==> src/rtl/perf_mon_pkg.sv <==
package perf_mon_pkg;

  localparam int SEL_W       = 8;
  localparam int NUM_EVT_CNT = 2;
  localparam int NUM_FLAGS   = 3;

  localparam logic [1:0] IDX_CTRL = 2'd0;
  localparam logic [1:0] IDX_CYC  = 2'd1;
  localparam logic [1:0] IDX_EVT0 = 2'd2;
  localparam logic [1:0] IDX_EVT1 = 2'd3;

  localparam int EN_BIT   = 0;
  localparam int RSTE_BIT = 1;
  localparam int RSTC_BIT = 2;
  localparam int DIV_BIT  = 3;
  localparam int IEN_LSB  = 4;
  localparam int FLAG_LSB = 8;
  localparam int SEL1_LSB = 12;
  localparam int SEL0_LSB = 20;

  localparam logic [SEL_W-1:0] PARK_CODE = 8'h20;

  typedef struct packed {
    logic en;
    logic div;
    logic [SEL_W-1:0] sel0;
    logic [SEL_W-1:0] sel1;
  } pmCfg_t;

  typedef struct packed {
    logic clrEvt;
    logic clrCyc;
    logic ldCyc;
    logic ldEvt0;
    logic ldEvt1;
  } pmStrobe_t;

endpackage

==> src/rtl/perf_mon_cnt.sv <==
module perf_mon_cnt #(
  parameter int W = 32
) (
  input  logic         clk,
  input  logic         rstN,
  input  logic         inc,
  input  logic         clr,
  input  logic         ld,
  input  logic [W-1:0] ldVal,
  output logic [W-1:0] val,
  output logic         wrap
);
  localparam logic [W-1:0] TOP_VAL = '1;

  assign wrap = inc && !clr && !ld && (val == TOP_VAL);

  always_ff @(posedge clk or negedge rstN) begin
    if (!rstN)    val <= '0;
    else if (clr) val <= '0;
    else if (ld)  val <= ldVal;
    else if (inc) val <= val + 1'b1;
  end

  AST_WRAP_TO_ZERO: assert property (@(posedge clk) disable iff (!rstN)
    wrap |=> (val == '0)) else $error("wrap did not land on zero");

  AST_LOAD_TAKES: assert property (@(posedge clk) disable iff (!rstN)
    (ld && !clr) |=> (val == $past(ldVal))) else $error("load lost");

endmodule

==> src/rtl/perf_mon_dp.sv <==
module perf_mon_dp
  import perf_mon_pkg::*;
#(
  parameter int CNT_W      = 32,
  parameter int NUM_EVENTS = 64,
  parameter int PRESCALE   = 64
) (
  input  logic                                 clk,
  input  logic                                 rstN,
  input  pmCfg_t                               cfg,
  input  pmStrobe_t                            strb,
  input  logic [NUM_EVENTS-1:0]                evtIn,
  input  logic [CNT_W-1:0]                     ldVal,
  output logic [CNT_W-1:0]                     cycVal,
  output logic [NUM_EVT_CNT-1:0][CNT_W-1:0]    evtVal,
  output logic [NUM_FLAGS-1:0]                 wrapPulse
);
  localparam int CODE_SPAN = 1 << SEL_W;
  localparam int PRE_W     = $clog2(PRESCALE);
  localparam logic [PRE_W-1:0] PRE_LAST = PRE_W'(PRESCALE - 1);

  logic [CODE_SPAN-1:0] evtWide;
  assign evtWide = CODE_SPAN'(evtIn);

  // cycle prescaler
  logic [PRE_W-1:0] presc;
  logic preTick, cycInc, cycWrap;

  always_ff @(posedge clk or negedge rstN) begin
    if (!rstN)                presc <= '0;
    else if (strb.clrCyc)     presc <= '0;
    else if (cfg.en && cfg.div)
      presc <= (presc == PRE_LAST) ? '0 : presc + 1'b1;
  end

  assign preTick = cfg.en && cfg.div && (presc == PRE_LAST);
  assign cycInc  = cfg.en && (!cfg.div || preTick);

  perf_mon_cnt #(.W(CNT_W)) uCyc (
    .clk(clk), .rstN(rstN), .inc(cycInc), .clr(strb.clrCyc),
    .ld(strb.ldCyc), .ldVal(ldVal), .val(cycVal), .wrap(cycWrap)
  );

  // event counters
  logic [SEL_W-1:0]       selArr [NUM_EVT_CNT];
  logic [NUM_EVT_CNT-1:0] evtLd;
  logic [NUM_EVT_CNT-1:0] evtWrap;

  assign selArr[0] = cfg.sel0;
  assign selArr[1] = cfg.sel1;
  assign evtLd     = {strb.ldEvt1, strb.ldEvt0};

  for (genvar g = 0; g < NUM_EVT_CNT; g++) begin : gEvt
    logic hit;
    assign hit = evtWide[selArr[g]];
    perf_mon_cnt #(.W(CNT_W)) uEvt (
      .clk(clk), .rstN(rstN), .inc(cfg.en && hit), .clr(strb.clrEvt),
      .ld(evtLd[g]), .ldVal(ldVal), .val(evtVal[g]), .wrap(evtWrap[g])
    );
  end

  assign wrapPulse = {cycWrap, evtWrap};

  AST_PARK_HOLD: assert property (@(posedge clk) disable iff (!rstN)
    (cfg.en && cfg.sel0 == PARK_CODE && !evtWide[PARK_CODE] && !strb.clrEvt && !strb.ldEvt0)
    |=> $stable(evtVal[0])) else $error("parked counter moved");

  AST_CYC_IDLE: assert property (@(posedge clk) disable iff (!rstN)
    (!cfg.en && !strb.clrCyc && !strb.ldCyc) |=> $stable(cycVal))
    else $error("cycle counter moved while disabled");

  AST_DIV_STEP: assert property (@(posedge clk) disable iff (!rstN)
    (cfg.en && cfg.div && presc != PRE_LAST && !strb.clrCyc && !strb.ldCyc)
    |=> $stable(cycVal)) else $error("divided counter stepped early");

  AST_EVT_RESET: assert property (@(posedge clk) disable iff (!rstN)
    strb.clrEvt |=> (evtVal[0] == '0 && evtVal[1] == '0))
    else $error("event reset ignored");

endmodule

==> src/rtl/perf_mon_ctrl.sv <==
module perf_mon_ctrl
  import perf_mon_pkg::*;
#(
  parameter int DATA_W = 32,
  parameter int CNT_W  = 32
) (
  input  logic                              clk,
  input  logic                              rstN,
  input  logic                              wrEn,
  input  logic [1:0]                        regIdx,
  input  logic [DATA_W-1:0]                 wrData,
  output logic [DATA_W-1:0]                 rdData,
  input  logic [CNT_W-1:0]                  cycVal,
  input  logic [NUM_EVT_CNT-1:0][CNT_W-1:0] evtVal,
  input  logic [NUM_FLAGS-1:0]              wrapPulse,
  output pmCfg_t                            cfg,
  output pmStrobe_t                         strb,
  output logic                              irq
);
  logic ctlWr;
  logic [NUM_FLAGS-1:0] ien, flags, flagClr;
  logic [DATA_W-1:0] ctlWord;
  logic unusedWrBits;

  assign ctlWr = wrEn && (regIdx == IDX_CTRL);

  always_comb begin
    strb        = '0;
    strb.clrEvt = ctlWr && wrData[RSTE_BIT];
    strb.clrCyc = ctlWr && wrData[RSTC_BIT];
    strb.ldCyc  = wrEn && (regIdx == IDX_CYC);
    strb.ldEvt0 = wrEn && (regIdx == IDX_EVT0);
    strb.ldEvt1 = wrEn && (regIdx == IDX_EVT1);
  end

  assign flagClr = ctlWr ? wrData[FLAG_LSB +: NUM_FLAGS] : '0;

  always_ff @(posedge clk or negedge rstN) begin
    if (!rstN) begin
      cfg   <= '0;
      ien   <= '0;
      flags <= '0;
    end else begin
      if (ctlWr) begin
        cfg.en   <= wrData[EN_BIT];
        cfg.div  <= wrData[DIV_BIT];
        cfg.sel0 <= wrData[SEL0_LSB +: SEL_W];
        cfg.sel1 <= wrData[SEL1_LSB +: SEL_W];
        ien      <= wrData[IEN_LSB +: NUM_FLAGS];
      end
      flags <= (flags & ~flagClr) | wrapPulse;
    end
  end

  assign irq = |(flags & ien);

  always_comb begin
    ctlWord                          = '0;
    ctlWord[EN_BIT]                  = cfg.en;
    ctlWord[DIV_BIT]                 = cfg.div;
    ctlWord[IEN_LSB +: NUM_FLAGS]    = ien;
    ctlWord[FLAG_LSB +: NUM_FLAGS]   = flags;
    ctlWord[SEL0_LSB +: SEL_W]       = cfg.sel0;
    ctlWord[SEL1_LSB +: SEL_W]       = cfg.sel1;
  end

  always_comb begin
    case (regIdx)
      IDX_CTRL: rdData = ctlWord;
      IDX_CYC:  rdData = DATA_W'(cycVal);
      IDX_EVT0: rdData = DATA_W'(evtVal[0]);
      default:  rdData = DATA_W'(evtVal[1]);
    endcase
  end

  assign unusedWrBits = ^{wrData[DATA_W-1:SEL0_LSB+SEL_W], wrData[11], wrData[7]};

  for (genvar i = 0; i < NUM_FLAGS; i++) begin : gFlagChk
    AST_FLAG_CAUSE: assert property (@(posedge clk) disable iff (!rstN)
      $rose(flags[i]) |-> $past(wrapPulse[i])) else $error("flag without wrap");

    AST_FLAG_STICKY: assert property (@(posedge clk) disable iff (!rstN)
      (flags[i] && !(ctlWr && wrData[FLAG_LSB+i])) |=> flags[i])
      else $error("flag dropped");

    AST_FLAG_CLEAR: assert property (@(posedge clk) disable iff (!rstN)
      (ctlWr && wrData[FLAG_LSB+i] && !wrapPulse[i]) |=> !flags[i])
      else $error("flag not cleared");
  end

endmodule

==> src/rtl/perf_mon.sv <==
module perf_mon
  import perf_mon_pkg::*;
#(
  parameter int DATA_W     = 32,
  parameter int CNT_W      = 32,
  parameter int NUM_EVENTS = 64,
  parameter int PRESCALE   = 64
) (
  input  logic                  clk,
  input  logic                  rstN,
  input  logic                  wrEn,
  input  logic [1:0]            regIdx,
  input  logic [DATA_W-1:0]     wrData,
  output logic [DATA_W-1:0]     rdData,
  input  logic [NUM_EVENTS-1:0] evtIn,
  output logic                  irq
);
  pmCfg_t    cfg;
  pmStrobe_t strb;
  logic [CNT_W-1:0]                  cycVal;
  logic [NUM_EVT_CNT-1:0][CNT_W-1:0] evtVal;
  logic [NUM_FLAGS-1:0]              wrapPulse;

  perf_mon_ctrl #(.DATA_W(DATA_W), .CNT_W(CNT_W)) uCtrl (
    .clk(clk), .rstN(rstN), .wrEn(wrEn), .regIdx(regIdx), .wrData(wrData),
    .rdData(rdData), .cycVal(cycVal), .evtVal(evtVal), .wrapPulse(wrapPulse),
    .cfg(cfg), .strb(strb), .irq(irq)
  );

  perf_mon_dp #(.CNT_W(CNT_W), .NUM_EVENTS(NUM_EVENTS), .PRESCALE(PRESCALE)) uDp (
    .clk(clk), .rstN(rstN), .cfg(cfg), .strb(strb), .evtIn(evtIn),
    .ldVal(wrData[CNT_W-1:0]), .cycVal(cycVal), .evtVal(evtVal), .wrapPulse(wrapPulse)
  );

endmodule

==> config.mk <==
export PLATFORM = sky130hd
export DESIGN_NAME = perf_mon
export DESIGN_NICKNAME = d
export VERILOG_FILES = /design/src/rtl/perf_mon_pkg.sv /design/src/rtl/perf_mon_cnt.sv /design/src/rtl/perf_mon_dp.sv /design/src/rtl/perf_mon_ctrl.sv /design/src/rtl/perf_mon.sv
export SDC_FILE = /design/constraint.sdc
export NUM_CORES = 1
export LEC_CHECK = 0
export BUFFER_PORTS_ARGS = -buffer_cell sky130_fd_sc_hd__buf_2
export CAP_MARGIN = 20
export CORE_AREA = 3 3 152 154
export DETAILED_ROUTE_END_ITERATION = 7
export DIE_AREA = 0 0 155 157
export SLEW_MARGIN = 20
export SYNTH_ARGS = -nofsm -noshare
export SYNTH_HDL_FRONTEND = slang
export SYNTH_SLANG_ARGS = --single-unit
==> constraint.sdc <==
create_clock -name clk -period 2.4 [get_ports clk]
set_input_delay 0.36 -clock clk [delete_from_list [all_inputs] [get_ports clk]]
set_output_delay 0.36 -clock clk [all_outputs]
set_load 0.05 [all_outputs]
==> metrics.md, run 1 <==
| Metric | Value |
|---|---|
| Status | finished, violations left |
| Clock buffer depth | 2 |
| RSZ-0062 raised after global routing | true |
| Slew HR | 0.618 |
| Total track usage | 0.254 |
| Cells after DPL | 1,377 |
| Power Density | 789 nW/um^2 |
| Gpl congestion | 0.940 |
| Drt drc | 0 |
| Critical path peak fanout | 12 |
| WHS | 0.190 ns |
| Layout Area Growth over Synthesis | 38.4% |
| Core Region | 21,800 um^2 |
| Vias per std cell | 5.91 |
| Power Total | 9.54 mW |
| Number of routed nets with antenna violations | 0 |
| Sw power | 3.51 mW |
| Synth Cell Area | 8730 um^2 |
| Number of distinct library cells after synthesis | 55 |
| Hold Crit Class | input pin to register |
| Nets@finish | 1,252 |
| WP data arrival | 3.07 ns |
| Slew Limit Fails | 0 |
| Critical path required time | 2.70 ns |
| Maximum VDD drop | 0.527 mV |
| Initial antenna violation count | 0 |
| Ys Warns | 0 |
| Crit end category | register |
| Hold path cells | 3 |
| Async SR Flop Fraction | 1.00 |
| Internal power | 6.03 mW |
| DIE AREA | 24,300 um^2 |
| Clock skew | 0.00855 ns |
| Sequential share of power | 0.332 |
| Die W | 155 um |
| MaxCap Viol Count | 0 |
| Commonest non-fill, non-tap cell in the layout | buf_2 |
| Crit path launch type | register |
| Syn Nets | 1,006 |
| #FFs+latches synth | 126 |
| DRT iter0 DRCs | 694 |
| Actual slew at the worst max-slew pin | 0.572 ns |
| Final worst setup slack | -0.370 ns |
| Min Tclk post-route | 2.77 ns |
| Vias in the first global route | 8,235 |
| Non-Filler Instances | 1,440 |
| GRT overflow | 0 |
| Vias | 8,515 |
| Clock Pin Slew Worst Setup and Hold Paths | 0.06 ns |
| Post-synth EDFFs | 0 |
| First-pass GRT wire length | 48,000 um |
| Synth Area per Inst | 9.69 um^2 |
| Post-DP HPWL | 22,500 um |
| Row count | 54 |
| Comb power frac | 0.383 |
| CP Class | register to register |
| Antenna cells | 0 |
| Setup violations, final | 67 |
| Num CTS Buffers | 17 |
| CTS H-tree depth | 4 |
| Largest net degree at the start of global routing | 63 |
| Main flop type after synthesis | dfrtp_1 |
| Lkg Pwr | 5.20 nW |
| R2R cell count | 11 |
| I/O pins | 134 |
| Chip Height | 157 um |
| Most frequent cells in the layout | buf_2 (132), buf_4 (129), dfrtp_1 (123) |
| Avg WL per Cell | 22.1 um |
| Fraction of the cycle the final worst path needs | 1.15 |
| Initial Utilization | 0.400 |
| Final hold violations | 0 |
| Routed wire length | 31,800 um |
| Seq/Total Area, Yosys | 0.361 |
| Fraction of layout cells with a size suffix above 1 | 0.421 |
| Buffers on Ports | 133 |
| CTS sink cnt | 126 |
| Clock latency on the worst-skew pair | 0.43 ns |
| Violated checks | negative setup slack |
| Max Fclk | 361 MHz |
| Clk pwr share | 0.285 |
| Mapped Cells | 901 |
| Switching Fraction | 0.368 |
| CTS tree | built |
| DR pass1 iterations | 5 |
| Clk root buf | clkbuf_16 |
cell usage after synthesis, types with 8 or more instances:
cell type  instances  area (um^2)
nand3_1           47          235
buf_2              8         40.0
dfrtp_1          126         3150
mux4_2            35          788
xor2_1            67          587
o21ai_0           80          400
clkbuf_1          45          169
and3_1            26          163
mux4_1             9          236
nand4_1           32          200
nor2b_1            9         56.3
nor2_1            53          199
mux2_2            34          383
nand2_1           83          312
and4_1            10         87.6
a22o_1             9         78.8
a211oi_1          25          188
nor3_1            10         50.1
inv_1              9         33.8
mux2i_1           26          260
xnor2_1           21          184
a21oi_1           55          275
per-layer routing:
metal	part of all wire	routed length (um)	track usage
met3	0.078	2500	0.0330
met2	0.47	14900	0.411
met4	0.021	659	0.0728
met1	0.43	13700	0.361
met5	0	0	0
cell families (layout without fill, tap and decap cells):
| logic type | after synthesis | after routing | share of synthesized area |
|---|---|---|---|
| mux | 104 | 104 | 0.191 |
| xor+xnor | 88 | 88 | 0.0883 |
| flops | 126 | 126 | 0.361 |
| buf+inv | 77 | 336 | 0.0399 |
| simple gates | 301 | 301 | 0.176 |
| fa+ha+maj | 4 | 4 | 0.00573 |
| compound gates | 201 | 201 | 0.138 |
stage by stage:
stage	TNS, ns	utilization	cell area (um^2)	setup slack, ns
floorplan	-0.353	-	8750	-0.148
global placement	-16.80	0.485	10600	-0.453
detailed placement	-16.68	0.485	10600	-0.418
CTS	-6.36	0.524	11400	-0.228
global route	-19.24	0.554	12100	-0.508
finish	-12.62	0.554	12100	-0.370
flip-flops by register name, indices dropped and copies added, names as in the netlist:
name,cells
uDp.presc,6
uCtrl.cfg,18
uCtrl.ien,3
uDp.uCyc.val,32
uDp.gEvt.uEvt.val,64
uCtrl.flags,3
critical path, cell delays in order, from the launching register on:
cell       delay [ns]
dfrtp_2          0.46
buf_12           0.17
mux2_4           0.30
or3_1            0.32
a22o_1           0.28
o211ai_1         0.29
nand2_2          0.13
buf_4            0.17
clkbuf_16        0.17
nand3_1          0.11
xor2_1           0.15
a21oi_1          0.09
path summary, 6_finish.rpt:
kind,start,endpoint,slack (ns)
setup / recovery,uCtrl.cfg[2],uDp.gEvt[1].uEvt.val[11],-0.37
hold / removal,wrData[28],uDp.gEvt[0].uEvt.val[28],0.19
setup reg to reg,uCtrl.cfg[2],uDp.gEvt[1].uEvt.val[11],-0.37
hold reg to reg,uCtrl.cfg[7],uCtrl.cfg[7],0.54
max in group asynchronous,rstN,uCtrl.cfg[2],1.31
min in group asynchronous,rstN,uDp.gEvt[0].uEvt.val[29],0.40
power by group through the flow:
stage                     Clock, mW  Combinational, mW  Sequential (mW)
final                          2.72               3.65             3.17
after global routing           2.83               3.91             3.24
after CTS                      2.74               3.30             3.12
after detailed placement          0               3.15             3.15
after global placement            0               3.13             3.14
after floorplan                   0               2.10             2.99
timing repair:
item	4_1_cts	5_1_grt
resized for setup	65	95
hold buffers	1	0
gates cloned	1	4
pin swaps	11	76
endpoints found under the hold margin	26	0
setup endpoints to repair	70	80
buffers inserted	9	21
final cells by class:
cell class,instances,area (um^2)
Fill cell,1946,9740
Multi-Input combinational cell,698,5740
Sequential cell,126,3160
Timing Repair Buffer,295,2190
Clock buffer,22,474
Tap cell,280,350
Clock inverter,10,136
Inverter,9,33.8
(Power assumes the default switching activity.)
==> run 2, diff against run 1 <==
Clock period 2.4 ns to 3.5 ns, I/O delays scaled along.
==> metrics.md, run 2 (synthesis results as in run 1) <==
| Metric | Value |
|---|---|
| Status | finished clean |
| Vias | 8,050 (-5.5%) |
| DR pass1 iterations | 5 (unchanged) |
| Vias per std cell | 6.12 (+3.4%) |
| Initial antenna violation count | 0 (unchanged) |
| Avg WL per Cell | 22.6 um (+2.1%) |
| Row count | 54 (unchanged) |
| Critical path peak fanout | 24 (+12) |
| Hold Crit Class | input pin to asynchronous set/reset pin |
| DIE AREA | 24,300 um^2 (unchanged) |
| CP Class | register to register |
| Antenna cells | 0 (unchanged) |
| Clock latency on the worst-skew pair | 0.43 ns (about the same) |
| Slew Limit Fails | 0 (unchanged) |
| Crit path top cell by count | buf_4 |
| Maximum VDD drop | 0.396 mV (-25%) |
| Largest net degree at the start of global routing | 127 (+100%) |
| Core Region | 21,800 um^2 (unchanged) |
| Buffers on Ports | 133 (unchanged) |
| Clk root buf | clkbuf_16 |
| Setup Buffers After CTS | 0 (-9) |
| Commonest non-fill, non-tap cell in the layout | buf_2 |
| Initial Utilization | 0.400 (unchanged) |
| WHS | 0.177 ns (-0.0129 ns) |
| Slowest stage cell, crit path | dfrtp_1 |
| CP delay by family, top | simple AND/OR/NAND/NOR gates |
| Resized Gates After CTS | 0 (-100%) |
| Crit path buf inv count | 2 (-1) |
| Most flops, register | uDp.gEvt.uEvt.val |
| RSZ-0062 raised after global routing | false |
| Post-DP Area | 9760 um^2 (-7.7%) |
| Non-Filler Instances | 1,316 (-8.6%) |
| Largest regs | uDp.gEvt.uEvt.val (64), uDp.uCyc.val (32), uCtrl.cfg (18) |
| Vias in the first global route | 7,906 (-4.0%) |
| Clock Pin Slew Worst Setup and Hold Paths | 0.06 ns (about the same) |
| Cts hold-fix bufs | 0 (-1) |
| Cells after DPL | 1,284 (-6.8%) |
| Final worst setup slack | 0.335 ns (+0.705 ns) |
| MaxCap Viol Count | 0 (unchanged) |
| Clock buffer depth | 2 (unchanged) |
| Routed wire length | 29,700 um (-6.7%) |
| Final instance area | 10,400 um^2 (-14%) |
| Drt drc | 0 (unchanged) |
| Layout Area Growth over Synthesis | 19.3% |
| Max stage delay on crit path | 0.81 ns (+0.35 ns) |
| Number of routed nets with antenna violations | 0 (unchanged) |
| Power Total | 6.05 mW (-37%) |
| GRT overflow | 0 (unchanged) |
| Clock skew | 0.00604 ns (-0.00251 ns) |
| Max Fclk | 316 MHz (-12%) |
| First-pass GRT wire length | 46,500 um (-3.2%) |
| Num CTS Buffers | 17 (unchanged) |
| Crit end category | register |
| WP data arrival | 3.49 ns (+0.42 ns) |
| Fraction of the cycle the final worst path needs | 0.904 (-0.250) |
| DRT iter0 DRCs | 849 (+22%) |
| Setup_tns | 0 ns (+12.62 ns) |
| Die W | 155 um (unchanged) |
| Actual slew at the worst max-slew pin | 0.824 ns (+0.252 ns) |
| Fraction of layout cells with a size suffix above 1 | 0.268 (-0.152) |
| Most frequent cells in the layout | buf_2 (132), dfrtp_1 (126), nand2_1 (83) |
| Final hold violations | 0 (unchanged) |
| Critical path required time | 3.82 ns (+1.12 ns) |
| CTS H-tree depth | 4 (unchanged) |
| Total track usage | 0.245 (-0.00923) |
| Setup violations, final | 0 (-100%) |
| Slew HR | 0.450 (-0.168) |
| Nets@finish | 1,128 (-9.9%) |
| Crit path launch type | register |
| Chip Height | 157 um (unchanged) |
| Util after Layout | 0.477 (-0.0765) |
| CTS sink cnt | 126 (unchanged) |
| Critical path cell sequence | buf_4 -> a2111oi_0 -> or4_1 -> o21ai_0 -> nand3_1 -> nand2_1 -> buf_4 -> and4_1 -> xnor2_1 -> o31ai_1 |
| Pre-CTS setup slack | 0.394 ns (+0.812 ns) |
| CTS tree | built |
| Lkg Pwr | 4.30 nW (-17%) |
| Power Density | 581 nW/um^2 (-26%) |
| Min Tclk post-route | 3.16 ns (+0.395 ns) |
| Post-DP HPWL | 21,900 um (-2.7%) |
| I/O pins | 134 (unchanged) |
| Max reg flops | 64 (unchanged) |
| Gpl congestion | 0.988 (+5.1%) |
==> run 2: changes by cell type in the layout (fill, tap and decap cells not counted), moves of 8 or more <==
cell / before / now
xnor2_1: 13 / 21
nand2_2: 10 / 0
buf_6: 12 / 0
buf_4: 129 / 36
buf_12: 13 / 3
nand3_2: 12 / 2
nand2_1: 65 / 83
o21ai_0: 57 / 80
nand2_4: 8 / 0
nand3_1: 36 / 46
o21ai_1: 22 / 1
==> run 2: per-layer routing <==
layer / share of wire / GRT usage
met3: 0.082 / 0.0489
met4: 0.019 / 0.0639
met1: 0.44 / 0.346
met5: 0 / 0
met2: 0.46 / 0.388
==> run 2: final timing paths <==
path,startpoint,end,slack (ns),depth (start not counted)
worst max-delay path,uCtrl.cfg[2],uDp.gEvt[1].uEvt.val[3],0.34,10
worst min-delay path,rstN,uDp.uCyc.val[10],0.18,2
worst max register to register,uCtrl.cfg[2],uDp.gEvt[1].uEvt.val[3],0.34,10
worst min register to register,uCtrl.ien[1],uCtrl.ien[1],0.54,1
max in group asynchronous,rstN,uDp.gEvt[0].uEvt.val[22],2.77,2
min in group clk,wrData[28],uDp.gEvt[0].uEvt.val[28],0.34,3
==> run 2: power breakdown <==
part           leakage (nW)  switching [mW]  internal (mW)  total (mW)
clock                 0.309           0.675           1.30        1.97
combinational          2.47            1.04          0.799        1.84
sequential             1.52           0.466           1.77        2.23
==> run 2: cell type report <==
type	instances	area [um^2]
fillers	2088	11400
flip-flops and latches	126	3150
clock buffers	21	460
multi-input cells	698	5240
repair buffers	171	991
clock inverters	11	188
well taps	280	350
inverters	9	33.8
